`config.mk`:
```
export PLATFORM = sky130hd
export DESIGN_NAME = ssf_master
export DESIGN_NICKNAME = d
export VERILOG_FILES = /design/src/rtl/ssf_pkg.sv /design/src/rtl/ssf_fifo.sv /design/src/rtl/ssf_clkgen.sv /design/src/rtl/ssf_engine.sv /design/src/rtl/ssf_master.sv
export SDC_FILE = /design/constraint.sdc
export NUM_CORES = 1
export LEC_CHECK = 0
export CAP_MARGIN = 40
export CORE_MARGIN = 5
export CORE_UTILIZATION = 61
export CTS_BUF_LIST = sky130_fd_sc_hd__clkbuf_16
export DETAILED_ROUTE_END_ITERATION = 12
export PLACE_DENSITY = 0.8
export SKIP_CTS_REPAIR_TIMING = 1
export SYNTH_ARGS = -nofsm -noshare
export SYNTH_HDL_FRONTEND = slang
export SYNTH_SLANG_ARGS = --single-unit
export TNS_END_PERCENT = 100
```
`constraint.sdc`:
```
create_clock -name clk -period 8.28 [get_ports clk]
set_input_delay 2.484 -clock clk [delete_from_list [all_inputs] [get_ports clk]]
set_output_delay 2.484 -clock clk [all_outputs]
set_load 0.03 [all_outputs]
```
`src/rtl/ssf_pkg.sv`:
```
// Shared constants, types and helpers for the frame-sync serial master.
// Assumes frame lengths are at most SSF_MAX_BITS bits.
package ssf_pkg;
    localparam int SSF_MAX_BITS = 16;
    localparam int SSF_MIN_BITS = 4;
    localparam int SSF_FB_W     = 5;

    typedef logic [SSF_MAX_BITS-1:0] ssf_word_t;
    typedef logic [SSF_FB_W-1:0]     ssf_len_t;

    // Force a frame-length setting into the legal range.
    function automatic ssf_len_t ssf_len_clamp(input ssf_len_t n);
        if (n < ssf_len_t'(SSF_MIN_BITS))
            return ssf_len_t'(SSF_MIN_BITS);
        else if (n > ssf_len_t'(SSF_MAX_BITS))
            return ssf_len_t'(SSF_MAX_BITS);
        else
            return n;
    endfunction
endpackage

```
`src/rtl/ssf_fifo.sv`:
```
// Synchronous show-ahead FIFO with an occupancy count.
// A push when full and a pop when empty are ignored. pop_data shows the
// oldest entry whenever empty is low.
module ssf_fifo #(
    parameter int W     = 16,
    parameter int DEPTH = 8
) (
    input  logic                         clk,
    input  logic                         rst_n,
    input  logic                         push,
    input  logic [W-1:0]                 push_data,
    output logic                         full,
    input  logic                         pop,
    output logic [W-1:0]                 pop_data,
    output logic                         empty,
    output logic [$clog2(DEPTH+1)-1:0]   level
);
    localparam int AW = (DEPTH > 1) ? $clog2(DEPTH) : 1;
    localparam int LW = $clog2(DEPTH + 1);

    logic [W-1:0]  mem [DEPTH];
    logic [AW-1:0] wptr, rptr;
    logic          wr_ok, rd_ok;

    assign full  = (level == LW'(DEPTH));
    assign empty = (level == '0);
    assign wr_ok = push && !full;
    assign rd_ok = pop && !empty;
    assign pop_data = mem[rptr];

    // Store an accepted word.
    always_ff @(posedge clk) begin
        if (wr_ok)
            mem[wptr] <= push_data;
    end

    // Move pointers and the occupancy count.
    always_ff @(posedge clk) begin
        if (!rst_n) begin
            wptr  <= '0;
            rptr  <= '0;
            level <= '0;
        end else begin
            if (wr_ok)
                wptr <= (wptr == AW'(DEPTH - 1)) ? '0 : wptr + 1'b1;
            if (rd_ok)
                rptr <= (rptr == AW'(DEPTH - 1)) ? '0 : rptr + 1'b1;
            if (wr_ok && !rd_ok)
                level <= level + 1'b1;
            else if (rd_ok && !wr_ok)
                level <= level - 1'b1;
        end
    end

    AST_NO_OVERFLOW: assert property (@(posedge clk) disable iff (!rst_n) level <= LW'(DEPTH));
    AST_LEVEL_HOLD: assert property (@(posedge clk) disable iff (!rst_n) (!push && !pop) |=> $stable(level));
endmodule

```
`src/rtl/ssf_clkgen.sv`:
```
// Serial-clock generator. While run is high, a phase counter steps through
// one serial period of div system cycles. The clock is high in the first
// half of the period. An odd div is rounded down, and a div below 2 is
// treated as 2. The phase is held at zero while run is low, so the clock
// starts with a rising edge.
module ssf_clkgen #(
    parameter int DIV_W = 8
) (
    input  logic             clk,
    input  logic             rst_n,
    input  logic             run,
    input  logic [DIV_W-1:0] div,
    output logic             sclk,
    output logic             period_end,
    output logic             mid
);
    logic [DIV_W-1:0] div_eff, half, ph;

    // Round the divider to a legal even value.
    always_comb begin
        if (div < DIV_W'(2))
            div_eff = DIV_W'(2);
        else
            div_eff = {div[DIV_W-1:1], 1'b0};
        half = div_eff >> 1;
    end

    assign sclk       = run && (ph < half);
    assign period_end = run && (ph >= div_eff - 1'b1);
    assign mid        = run && (ph == half - 1'b1);

    // Advance the phase within each serial period.
    always_ff @(posedge clk) begin
        if (!rst_n || !run)
            ph <= '0;
        else if (ph >= div_eff - 1'b1)
            ph <= '0;
        else
            ph <= ph + 1'b1;
    end
endmodule

```
`src/rtl/ssf_engine.sv`:
```
// Frame engine. It pops words from the transmit FIFO, emits the sync slot
// and the data slots, and assembles received bits. A slot is one serial
// period. The sync slot either stands alone or overlaps the LSB slot of
// the previous frame. Assumes clk_div and frame_bits do not change in the
// middle of a frame.
module ssf_engine
    import ssf_pkg::*;
(
    input  logic      clk,
    input  logic      rst_n,
    input  logic      tx_empty,
    input  ssf_word_t tx_word,
    output logic      tx_pop,
    input  ssf_len_t  frame_bits,
    input  logic      sclk,
    input  logic      period_end,
    input  logic      mid,
    input  logic      sdi,
    output logic      rx_push,
    output ssf_word_t rx_word,
    output logic      active,
    output logic      fsync,
    output logic      sdo,
    output logic      sdo_oe
);
    localparam ssf_len_t MAXB = ssf_len_t'(SSF_MAX_BITS);

    logic      sync_q, bit_q;
    ssf_len_t  left, stage_n;
    ssf_word_t tx_sh, rx_sh, stage;
    logic      start, chain, rx_sample;

    assign start     = !active && !tx_empty;
    assign chain     = active && period_end && bit_q && !sync_q
                       && (left == ssf_len_t'(1)) && !tx_empty;
    assign tx_pop    = start || chain;
    assign rx_sample = active && bit_q && mid;
    assign rx_push   = rx_sample && (left == '0);
    assign rx_word   = {rx_sh[SSF_MAX_BITS-2:0], sdi};

    assign fsync  = sync_q;
    assign sdo_oe = bit_q;
    assign sdo    = bit_q && tx_sh[SSF_MAX_BITS-1];

    // Sequence the sync slot and the data slots of each frame.
    always_ff @(posedge clk) begin
        if (!rst_n) begin
            active  <= 1'b0;
            sync_q  <= 1'b0;
            bit_q   <= 1'b0;
            left    <= '0;
            tx_sh   <= '0;
            stage   <= '0;
            stage_n <= ssf_len_t'(SSF_MIN_BITS);
        end else if (start) begin
            active  <= 1'b1;
            sync_q  <= 1'b1;
            bit_q   <= 1'b0;
            stage   <= tx_word;
            stage_n <= ssf_len_clamp(frame_bits);
        end else if (active && period_end) begin
            if (sync_q) begin
                tx_sh  <= stage << (MAXB - stage_n);
                left   <= stage_n - 1'b1;
                bit_q  <= 1'b1;
                sync_q <= 1'b0;
            end else if (left == '0) begin
                active <= 1'b0;
                bit_q  <= 1'b0;
            end else begin
                tx_sh <= tx_sh << 1;
                left  <= left - 1'b1;
                if (chain) begin
                    stage   <= tx_word;
                    stage_n <= ssf_len_clamp(frame_bits);
                    sync_q  <= 1'b1;
                end
            end
        end
    end

    // Shift in received bits, clearing at each new frame.
    always_ff @(posedge clk) begin
        if (!rst_n)
            rx_sh <= '0;
        else if (active && period_end && sync_q)
            rx_sh <= '0;
        else if (rx_sample)
            rx_sh <= rx_word;
    end

    AST_FS_AT_RISE: assert property (@(posedge clk) disable iff (!rst_n) $rose(fsync) |-> $rose(sclk));
    AST_MSB_AT_RISE: assert property (@(posedge clk) disable iff (!rst_n) $rose(sdo_oe) |-> $rose(sclk));
    AST_SDO_HOLD: assert property (@(posedge clk) disable iff (!rst_n) (sdo_oe && $past(sdo_oe) && !$rose(sclk)) |-> $stable(sdo));
    AST_RX_AT_FALL: assert property (@(posedge clk) disable iff (!rst_n) rx_push |=> $fell(sclk));
endmodule

```
`src/rtl/ssf_master.sv`:
```
// Top of the frame-sync serial master. It joins the two FIFOs, the clock
// generator and the frame engine, and derives the DMA requests from the
// FIFO levels. The data pad is driven externally from ser_dout and
// ser_dout_en. A received word that arrives while the receive FIFO is
// full is dropped.
module ssf_master
    import ssf_pkg::*;
#(
    parameter int FIFO_DEPTH = 8,
    parameter int DIV_W      = 8
) (
    input  logic                    clk,
    input  logic                    rst_n,
    input  logic                    tx_valid,
    input  logic [SSF_MAX_BITS-1:0] tx_data,
    output logic                    tx_ready,
    output logic                    rx_valid,
    output logic [SSF_MAX_BITS-1:0] rx_data,
    input  logic                    rx_ready,
    input  logic [DIV_W-1:0]        clk_div,
    input  logic [SSF_FB_W-1:0]     frame_bits,
    input  logic [1:0]              dma_en,
    output logic                    dma_tx_req,
    output logic                    dma_rx_req,
    output logic                    ser_clk,
    output logic                    ser_fs,
    output logic                    ser_dout,
    output logic                    ser_dout_en,
    input  logic                    ser_din
);
    localparam int LW   = $clog2(FIFO_DEPTH + 1);
    localparam int HALF = FIFO_DEPTH / 2;

    logic            tx_full, tx_empty, tx_pop;
    logic            rx_full, rx_empty, rx_push;
    logic [LW-1:0]   tx_level, rx_level;
    ssf_word_t       tx_word, rx_word;
    logic            active, period_end, mid;

    assign tx_ready = !tx_full;
    assign rx_valid = !rx_empty;

    ssf_fifo #(.W(SSF_MAX_BITS), .DEPTH(FIFO_DEPTH)) u_tx_fifo (
        .clk(clk), .rst_n(rst_n),
        .push(tx_valid), .push_data(tx_data), .full(tx_full),
        .pop(tx_pop), .pop_data(tx_word), .empty(tx_empty), .level(tx_level)
    );

    ssf_fifo #(.W(SSF_MAX_BITS), .DEPTH(FIFO_DEPTH)) u_rx_fifo (
        .clk(clk), .rst_n(rst_n),
        .push(rx_push), .push_data(rx_word), .full(rx_full),
        .pop(rx_ready), .pop_data(rx_data), .empty(rx_empty), .level(rx_level)
    );

    ssf_clkgen #(.DIV_W(DIV_W)) u_clkgen (
        .clk(clk), .rst_n(rst_n), .run(active), .div(clk_div),
        .sclk(ser_clk), .period_end(period_end), .mid(mid)
    );

    ssf_engine u_engine (
        .clk(clk), .rst_n(rst_n),
        .tx_empty(tx_empty), .tx_word(tx_word), .tx_pop(tx_pop),
        .frame_bits(frame_bits),
        .sclk(ser_clk), .period_end(period_end), .mid(mid), .sdi(ser_din),
        .rx_push(rx_push), .rx_word(rx_word),
        .active(active), .fsync(ser_fs), .sdo(ser_dout), .sdo_oe(ser_dout_en)
    );

    // Raise the DMA requests from the FIFO levels under their enables.
    always_comb begin
        dma_tx_req = dma_en[1] && (tx_level <= LW'(HALF));
        dma_rx_req = dma_en[0] && (rx_level >= LW'(HALF));
    end

    AST_IDLE_NO_DRIVE: assert property (@(posedge clk) disable iff (!rst_n) (!ser_clk && !$past(ser_clk) && !ser_fs && tx_empty && !ser_dout_en) |=> !ser_dout_en || $rose(ser_clk));
endmodule

```
Word level (Yosys, flattened, before mapping)
Memory sizes are Yosys's and may differ from the RTL's. A register that Yosys moved wholly into a read port is not among the register bits.
Index checks and enable logic that the tools add are counted.
{"block": "op_classes", "n_addsub": 14, "magnitude_cmp": 7, "eq_ne": 11, "shifts": 1, "mux": 43, "n_bitwise": 2, "reduce_logical": 53}
{"operator": "$mux 16", "count": 7}
{"operator": "$mux 5", "count": 9}
{"operator": "$logic_and 1x1->1", "count": 24}
{"operator": "$mux 3", "count": 8}
{"operator": "$mux 4", "count": 4}
{"operator": "$shl 16x5->16", "count": 1}
{"operator": "$mux 1", "count": 14}
{"operator": "$add 3x1->3 const B", "count": 4}
{"operator": "$eq 3x3->1 const B", "count": 4}
{"operator": "$reduce_bool 2->1", "count": 6}
{"operator": "$logic_not 1->1", "count": 11}
{"operator": "$sub 5x1->5 const B", "count": 2}
{"operator": "$add 4x1->4 const B", "count": 2}
{"operator": "$add 8x1->8 const B", "count": 1}
{"operator": "$eq 4x4->1 const B", "count": 2}
{"operator": "$eq 8x8->1", "count": 1}
{"operator": "$ge 8x8->1", "count": 1}
{"operator": "$logic_not 4->1", "count": 2}
{"operator": "$lt 8x2->1 const B", "count": 1}
{"operator": "$lt 8x7->1", "count": 1}
{"operator": "$mux 8", "count": 1}
{"operator": "$sub 4x1->4 const B", "count": 2}
{"operator": "$sub 7x1->8 const B", "count": 1}
{"operator": "$sub 8x1->8 const B", "count": 1}
{"operator": "15 further kinds", "count": 21}
{"block": "totals", "regBits": 88, "mem_bits_rw": 256, "inputBits": 36, "out_inout_bits": 24, "elab_cells": 148, "mem_count": 2}
{"memory": "u_rx_fifo.mem", "words": 8, "word_bits": 16, "read_ports": 1, "rd_clocked_by_memory_dff": 1, "write_ports": 1, "line": "ssf_fifo.sv:21", "source": "logic [W-1:0] mem [DEPTH];"}
{"memory": "u_tx_fifo.mem", "words": 8, "word_bits": 16, "read_ports": 1, "rd_clocked_by_memory_dff": 1, "write_ports": 1, "line": "ssf_fifo.sv:21"}

Longest topological paths before layout
{"block": "logic_depth", "ltp_word": 15, "mapped_depth": 21, "depth_no_buf": 20}

Cells and area by module
From an unflattened synthesis, not the netlist that was laid out.
{"block": "unflattened", "hier_cells": 1012, "hier_area_um2": 15448.6}
{"mod": "ssf_fifo", "instances": 2, "cells_each": 261, "area_per_inst_um2": 5627.9, "seq_area_each_um2": 4103.9}
{"mod": "ssf_engine", "instances": 1, "cells_each": 376, "area_per_inst_um2": 3265.6, "seq_area_each_um2": 1201.2}
{"mod": "ssf_clkgen", "instances": 1, "cells_each": 109, "area_per_inst_um2": 898.4, "seq_area_each_um2": 160.2}
{"mod": "ssf_master", "instances": 1, "cells_each": 5, "area_per_inst_um2": 28.8, "seq_area_each_um2": 0.0}

Worst setup path before layout
Ideal clock, no wire load.
{"block": "synth_path", "path_type": "input port to flip-flop", "from": "input clk_div[5]", "to": "register u_tx_fifo.level[3]", "setup_ps": 70, "arrival_ps": 6551, "t_required_ps": 8210, "slack_ps": 1658, "stages": 21, "path_buffers": 1, "cell_sequence": "buf_2 -> nor3_1 -> a21o_1 -> inv_1 -> ha_1 -> nor3b_1 -> nand2_1 -> xnor2_1 -> ha_1 -> and4_1 -> a221oi_2 -> o21ai_1 -> inv_1 -> ha_1 -> inv_1 -> ha_1 -> a21o_1 -> a21oi_1 -> xnor2_1 -> or3_1 -> a21oi_1"}
{"block": "synth_via", "elab_chain_cells": 15}
{"element": "start: declaration", "line": "ssf_master.sv:20", "source": "input logic [DIV_W-1:0] clk_div,"}
{"element": "$lt 8x2->1", "line": "ssf_clkgen.sv:21", "source": "if (div < DIV_W'(2))"}
{"element": "$mux 8 (*)", "line": "ssf_clkgen.sv:21"}
{"element": "$sub 8x1->8 (*)", "line": "ssf_clkgen.sv:29", "source": "assign period_end = run && (ph >= div_eff - 1'b1);"}
{"element": "$ge 8x8->1 (*)", "line": "ssf_clkgen.sv:29"}
{"element": "$logic_and 1x1->1 (*)", "line": "ssf_clkgen.sv:29"}
{"element": "$logic_and 1x1->1 (*) (3 in a row)", "line": "ssf_engine.sv:34", "source": "assign chain = active && period_end && bit_q && !sync_q"}
{"element": "$logic_and 1x1->1 (*) (2 in a row)", "line": "ssf_engine.sv:35", "source": "&& (left == ssf_len_t'(1)) && !tx_empty;"}
{"element": "$logic_or 1x1->1 (*)", "line": "ssf_engine.sv:36", "source": "assign tx_pop = start || chain;"}
{"element": "$logic_and 1x1->1 (*)", "line": "ssf_fifo.sv:28", "source": "assign rd_ok = pop && !empty;"}
{"element": "$logic_not 1->1", "line": "ssf_fifo.sv:48", "source": "if (wr_ok && !rd_ok)"}
{"element": "$logic_and 1x1->1", "line": "ssf_fifo.sv:48"}
{"element": "$mux 4 or $reduce_bool 2->1 (tied branches)"}
{"element": "end signal: assignment", "line": "ssf_fifo.sv:49", "source": "level <= level + 1'b1;"}
{"element": "end signal: assignment", "line": "ssf_fifo.sv:51", "source": "level <= level - 1'b1;"}
{"element": "end: declaration", "line": "ssf_fifo.sv:16", "source": "output logic [$clog2(DEPTH+1)-1:0] level"}
Mark *: on every way between the ends. The rest lies on a longest branch, timed or not.
A chain may end at the register's enable or synchronous reset.

Final worst setup path
{"block": "layout_path", "from": "input clk_div[6]", "to": "output ser_clk"}
{"block": "layout_via", "elab_chain_cells": 4}
{"element": "$lt 8x2->1", "line": "ssf_clkgen.sv:21"}
{"element": "$mux 8 (*)", "line": "ssf_clkgen.sv:21"}
{"element": "$lt 8x7->1 (*)", "line": "ssf_clkgen.sv:28", "source": "assign sclk = run && (ph < half);"}
{"element": "$logic_and 1x1->1 (*)", "line": "ssf_clkgen.sv:28"}
{"element": "end: declaration", "line": "ssf_master.sv:25", "source": "output logic ser_clk,"}
Marked as above.

==> flow_summary.rst <==
.. list-table::
   :header-rows: 1

   * - Metric
     - Value
   * - Run status
     - complete, no violations
   * - Average via count per standard cell
     - 6.07
   * - Top post-synthesis cells by area
     - sky130_fd_sc_hd__edfxtp_1 51%, sky130_fd_sc_hd__dfxtp_1 13%, sky130_fd_sc_hd__mux4_2 11%, sky130_fd_sc_hd__mux2i_1 3.1%, sky130_fd_sc_hd__ha_1 2.8%
   * - Post-Synthesis Cell Area
     - 15000 sq um
   * - Root buffer cell
     - sky130_fd_sc_hd__clkbuf_16
   * - First-pass GRT wire length
     - 47200 um
   * - Via count of the first global-routing pass
     - 8505
   * - Floorplan row count
     - 57
   * - Critical setup path kind
     - input port to output pin
   * - Fraction of the yosys area taken by sequential cells
     - 63.9%
   * - Critical-path cell with the highest stage delay
     - sky130_fd_sc_hd__clkdlybuf4s50_1
   * - Top flip-flop cell by instance count after synthesis
     - sky130_fd_sc_hd__edfxtp_1
   * - Final GP Congestion
     - 0.850
   * - Number of DRC markers in iteration 0
     - 807
   * - Fraction of post-synthesis cell area in the top cell type by area
     - 51.3%
   * - Nets@finish
     - 1127
   * - Number of enable flip-flop cells after synthesis
     - 256
   * - Post-Syn Area per Cell
     - 15.2 sq um
   * - Ant. Diodes
     - 0
   * - Commonest non-fill, non-tap cells in the layout
     - 256 x sky130_fd_sc_hd__edfxtp_1, 92 x sky130_fd_sc_hd__dfxtp_1, 82 x sky130_fd_sc_hd__nor2_1, 75 x sky130_fd_sc_hd__mux4_2, 58 x sky130_fd_sc_hd__clkdlybuf4s50_1
   * - Data required time of the critical path
     - 5.80 ns
   * - Area overhead of the layout relative to synthesis
     - 14.0%
   * - Final routed wire length divided by cell count
     - 20.7 um
   * - Smallest setup slack after layout
     - 0.662 ns
   * - Post-route clock skew
     - 0.0139 ns
   * - Post-Synthesis Net Count
     - 1055
   * - Final-report max-slew violation count
     - 0
   * - Number of clock buffers inserted by TritonCTS
     - 36
   * - Floorplan die area
     - 27800 sq um
   * - Arrival time worst endpoint
     - 5.13 ns
   * - Layout cell share with drive strength beyond 1
     - 17.3%
   * - Clock Sink Count
     - 350
   * - Most common cell after layout, fill and taps aside
     - sky130_fd_sc_hd__edfxtp_1
   * - Starting density of the core
     - 61.8%
   * - Hold_ws
     - 0.452 ns
   * - Type of element launching the critical path
     - input port
   * - Worst-Margin Slew
     - 0.862 ns
   * - Max clock buf depth
     - 3
   * - Leak Pwr
     - 6.16 nW
   * - Count of synthesis-stage warnings from yosys
     - 0
   * - Overall routing resource usage
     - 21.1%
   * - Gate count of the mapped netlist
     - 984
   * - WP buf/inv
     - 2
   * - Post-synthesis cell type with the largest combined area
     - sky130_fd_sc_hd__edfxtp_1
   * - Final Instance Area
     - 17100 sq um
   * - Die Y-Extent
     - 167 um
   * - Count of port buffers added during placement
     - 58
   * - Final antenna-violating net count
     - 0
   * - Min cycle time layout
     - 7.62 ns
   * - Type of destination of the critical path
     - output pin
   * - Core Footprint
     - 24200 sq um
   * - Largest vdd supply drop
     - 0.207 mV
   * - Yosys reg bits
     - 350
   * - Placed Area
     - 16000 sq um
   * - Setup Viol. Count Final
     - 0
   * - Kind of cell with the highest combined delay on the critical path
     - buffers and inverters
   * - Highest attainable clock frequency
     - 131 MHz
   * - Aggregate routed wire length
     - 29100 um
   * - Fin. Hold Viols
     - 0
   * - Number of iterations in the first detailed-routing pass
     - 5
   * - Worst slack at placement
     - 0.677 ns
   * - Clock tree from TritonCTS
     - yes
   * - Cell area power density
     - 281 nW/um^2
   * - DRC Markers
     - 0
   * - Setup Total Neg Slack
     - 0 ns
   * - Number of antenna violations at the first check in global routing
     - 0
   * - Maximum fanout along the worst path
     - 10
   * - Slew headroom
     - 41.8%
   * - Chip Width
     - 167 um
   * - Clock transition time at the flip-flop clock pins of the worst setup and hold paths
     - 0.05 ns
   * - DP HPWL
     - 18000 um
   * - Worst hold path class
     - flop to flop
   * - Total number of H-tree levels
     - 2
   * - Number of top-level pins
     - 60
   * - Share of the clock period used by the worst path
     - 92.0%
   * - Max Cap Violations
     - 0
   * - Pin count of the biggest net entering global routing
     - 43
   * - Total grt overflow
     - 0
   * - Post-synth ARST share
     - 0%
   * - Setup repair after global routing missed its margin
     - no
   * - Longest individual stage delay on the worst path
     - 0.67 ns
   * - Number of vias after detailed routing
     - 8529
   * - Library cells used by synthesis
     - 79
   * - Worst-Skew Late Latency
     - 0.51 ns
   * - Critical path cell sequence
     - clkdlybuf4s50_1 -> nor3_1 -> a21o_1 -> ha_1 -> nor2b_1 -> o21a_1 -> o21ai_0 -> nand2b_1 -> a21oi_1 -> o21a_1 -> clkdlybuf4s50_1
[synthesized netlist by cell type, types with 3 or more instances]
| cell | instances |
|---|---|
| sky130_fd_sc_hd__a211oi_1 | 19 |
| sky130_fd_sc_hd__a21o_1 | 6 |
| sky130_fd_sc_hd__a21oi_1 | 42 |
| sky130_fd_sc_hd__a221oi_1 | 5 |
| sky130_fd_sc_hd__a31oi_1 | 4 |
| sky130_fd_sc_hd__buf_1 | 5 |
| sky130_fd_sc_hd__buf_2 | 11 |
| sky130_fd_sc_hd__clkbuf_1 | 31 |
| sky130_fd_sc_hd__dfxtp_1 | 94 |
| sky130_fd_sc_hd__edfxtp_1 | 256 |
| sky130_fd_sc_hd__ha_1 | 33 |
| sky130_fd_sc_hd__inv_1 | 25 |
| sky130_fd_sc_hd__mux2_2 | 18 |
| sky130_fd_sc_hd__mux2i_1 | 46 |
| sky130_fd_sc_hd__mux4_2 | 75 |
| sky130_fd_sc_hd__nand2_1 | 48 |
| sky130_fd_sc_hd__nand2b_1 | 4 |
| sky130_fd_sc_hd__nand3_1 | 17 |
| sky130_fd_sc_hd__nand3b_1 | 4 |
| sky130_fd_sc_hd__nand4b_1 | 3 |
| sky130_fd_sc_hd__nor2_1 | 82 |
| sky130_fd_sc_hd__nor2b_1 | 5 |
| sky130_fd_sc_hd__nor3_1 | 19 |
| sky130_fd_sc_hd__nor3b_1 | 3 |
| sky130_fd_sc_hd__o21a_1 | 6 |
| sky130_fd_sc_hd__o21ai_0 | 23 |
| sky130_fd_sc_hd__o31ai_1 | 4 |
| sky130_fd_sc_hd__or3_1 | 7 |
| sky130_fd_sc_hd__xnor2_1 | 13 |
| sky130_fd_sc_hd__xor2_1 | 11 |
[tightest hold or removal path, stage by stage, from the launching register on]
cell and delay (ns):
sky130_fd_sc_hd__dfxtp_1 0.30, sky130_fd_sc_hd__nand2_1 0.05, sky130_fd_sc_hd__a21oi_1 0.05
[worst paths after layout]
kind | from | endpoint | slack [ns] | cells after the start
hold reg to reg | u_engine.tx_sh[0] | u_engine.tx_sh[0] | 0.45 | 2
setup reg to reg | u_clkgen.ph[0] | u_rx_fifo.level[3] | 4.35 | 14
setup / recovery | clk_div[6] | ser_clk | 0.66 | 11
hold / removal | u_engine.tx_sh[0] | u_engine.tx_sh[0] | 0.45 | 2
[area by class of cell]
cell class	count	area [sq um]
sequential	350	9570
tap	324	405
timing repair buffer	85	837
fill	1560	7160
clock inverter	28	151
clock buffer	36	901
inverter	27	101
multi-input combinational	556	5120
[cell families after synthesis]
logic type               synth area share, %
flip-flops                              63.9
buffers and inverters                   2.20
adder cells (fa/ha/maj)                 3.02
AND/OR/NAND/NOR                         7.59
multiplexers                            15.7
XOR/XNOR                                1.55
AO/OA/AOI/OAI                           6.09
[stage by stage]
| step | utilization, % | power [W] | instances |
|---|---|---|---|
| 2_1_floorplan | - | 0.00307 | 984 |
| 3_3_place_gp | 65.7 | 0.00337 | 1334 |
| 3_5_place_dp | 66.1 | 0.00341 | 1342 |
| 4_1_cts | 70.5 | 0.00484 | 1406 |
| 5_1_grt | 70.5 | 0.00506 | 1406 |
| 6_report | 70.5 | 0.00480 | 1406 |
[flip-flops by register name, summed over array words and instances, names as in the netlist, 3 cells and up, named ones only]
register / count
u_rx_fifo.mem: 128
u_tx_fifo.mem: 128
u_engine.stage: 16
u_engine.tx_sh: 16
u_engine.rx_sh: 15
u_clkgen.ph: 8
u_engine.left: 5
u_engine.stage_n: 5
u_rx_fifo.level: 4
u_tx_fifo.level: 4
u_rx_fifo.rptr: 3
u_rx_fifo.wptr: 3
u_tx_fifo.rptr: 3
u_tx_fifo.wptr: 3
[per-layer routing]
metal	vias up	global-route usage [%]	wire [um]
met1	4286	30.8	12900
met4	0	5.27	570
li1	3971	-	-
met2	227	33.6	14100
met5	-	0	0
met3	45	3.89	1620
[power breakdown]
group	leakage, nW	internal (W)	switching [W]	total, W
Clock	0.573	0.000819	0.000613	0.00143
Combinational	2.26	0.000606	0.000681	0.00129
Sequential	3.32	0.00198	0.000103	0.00208
(Power assumes the default switching activity.)
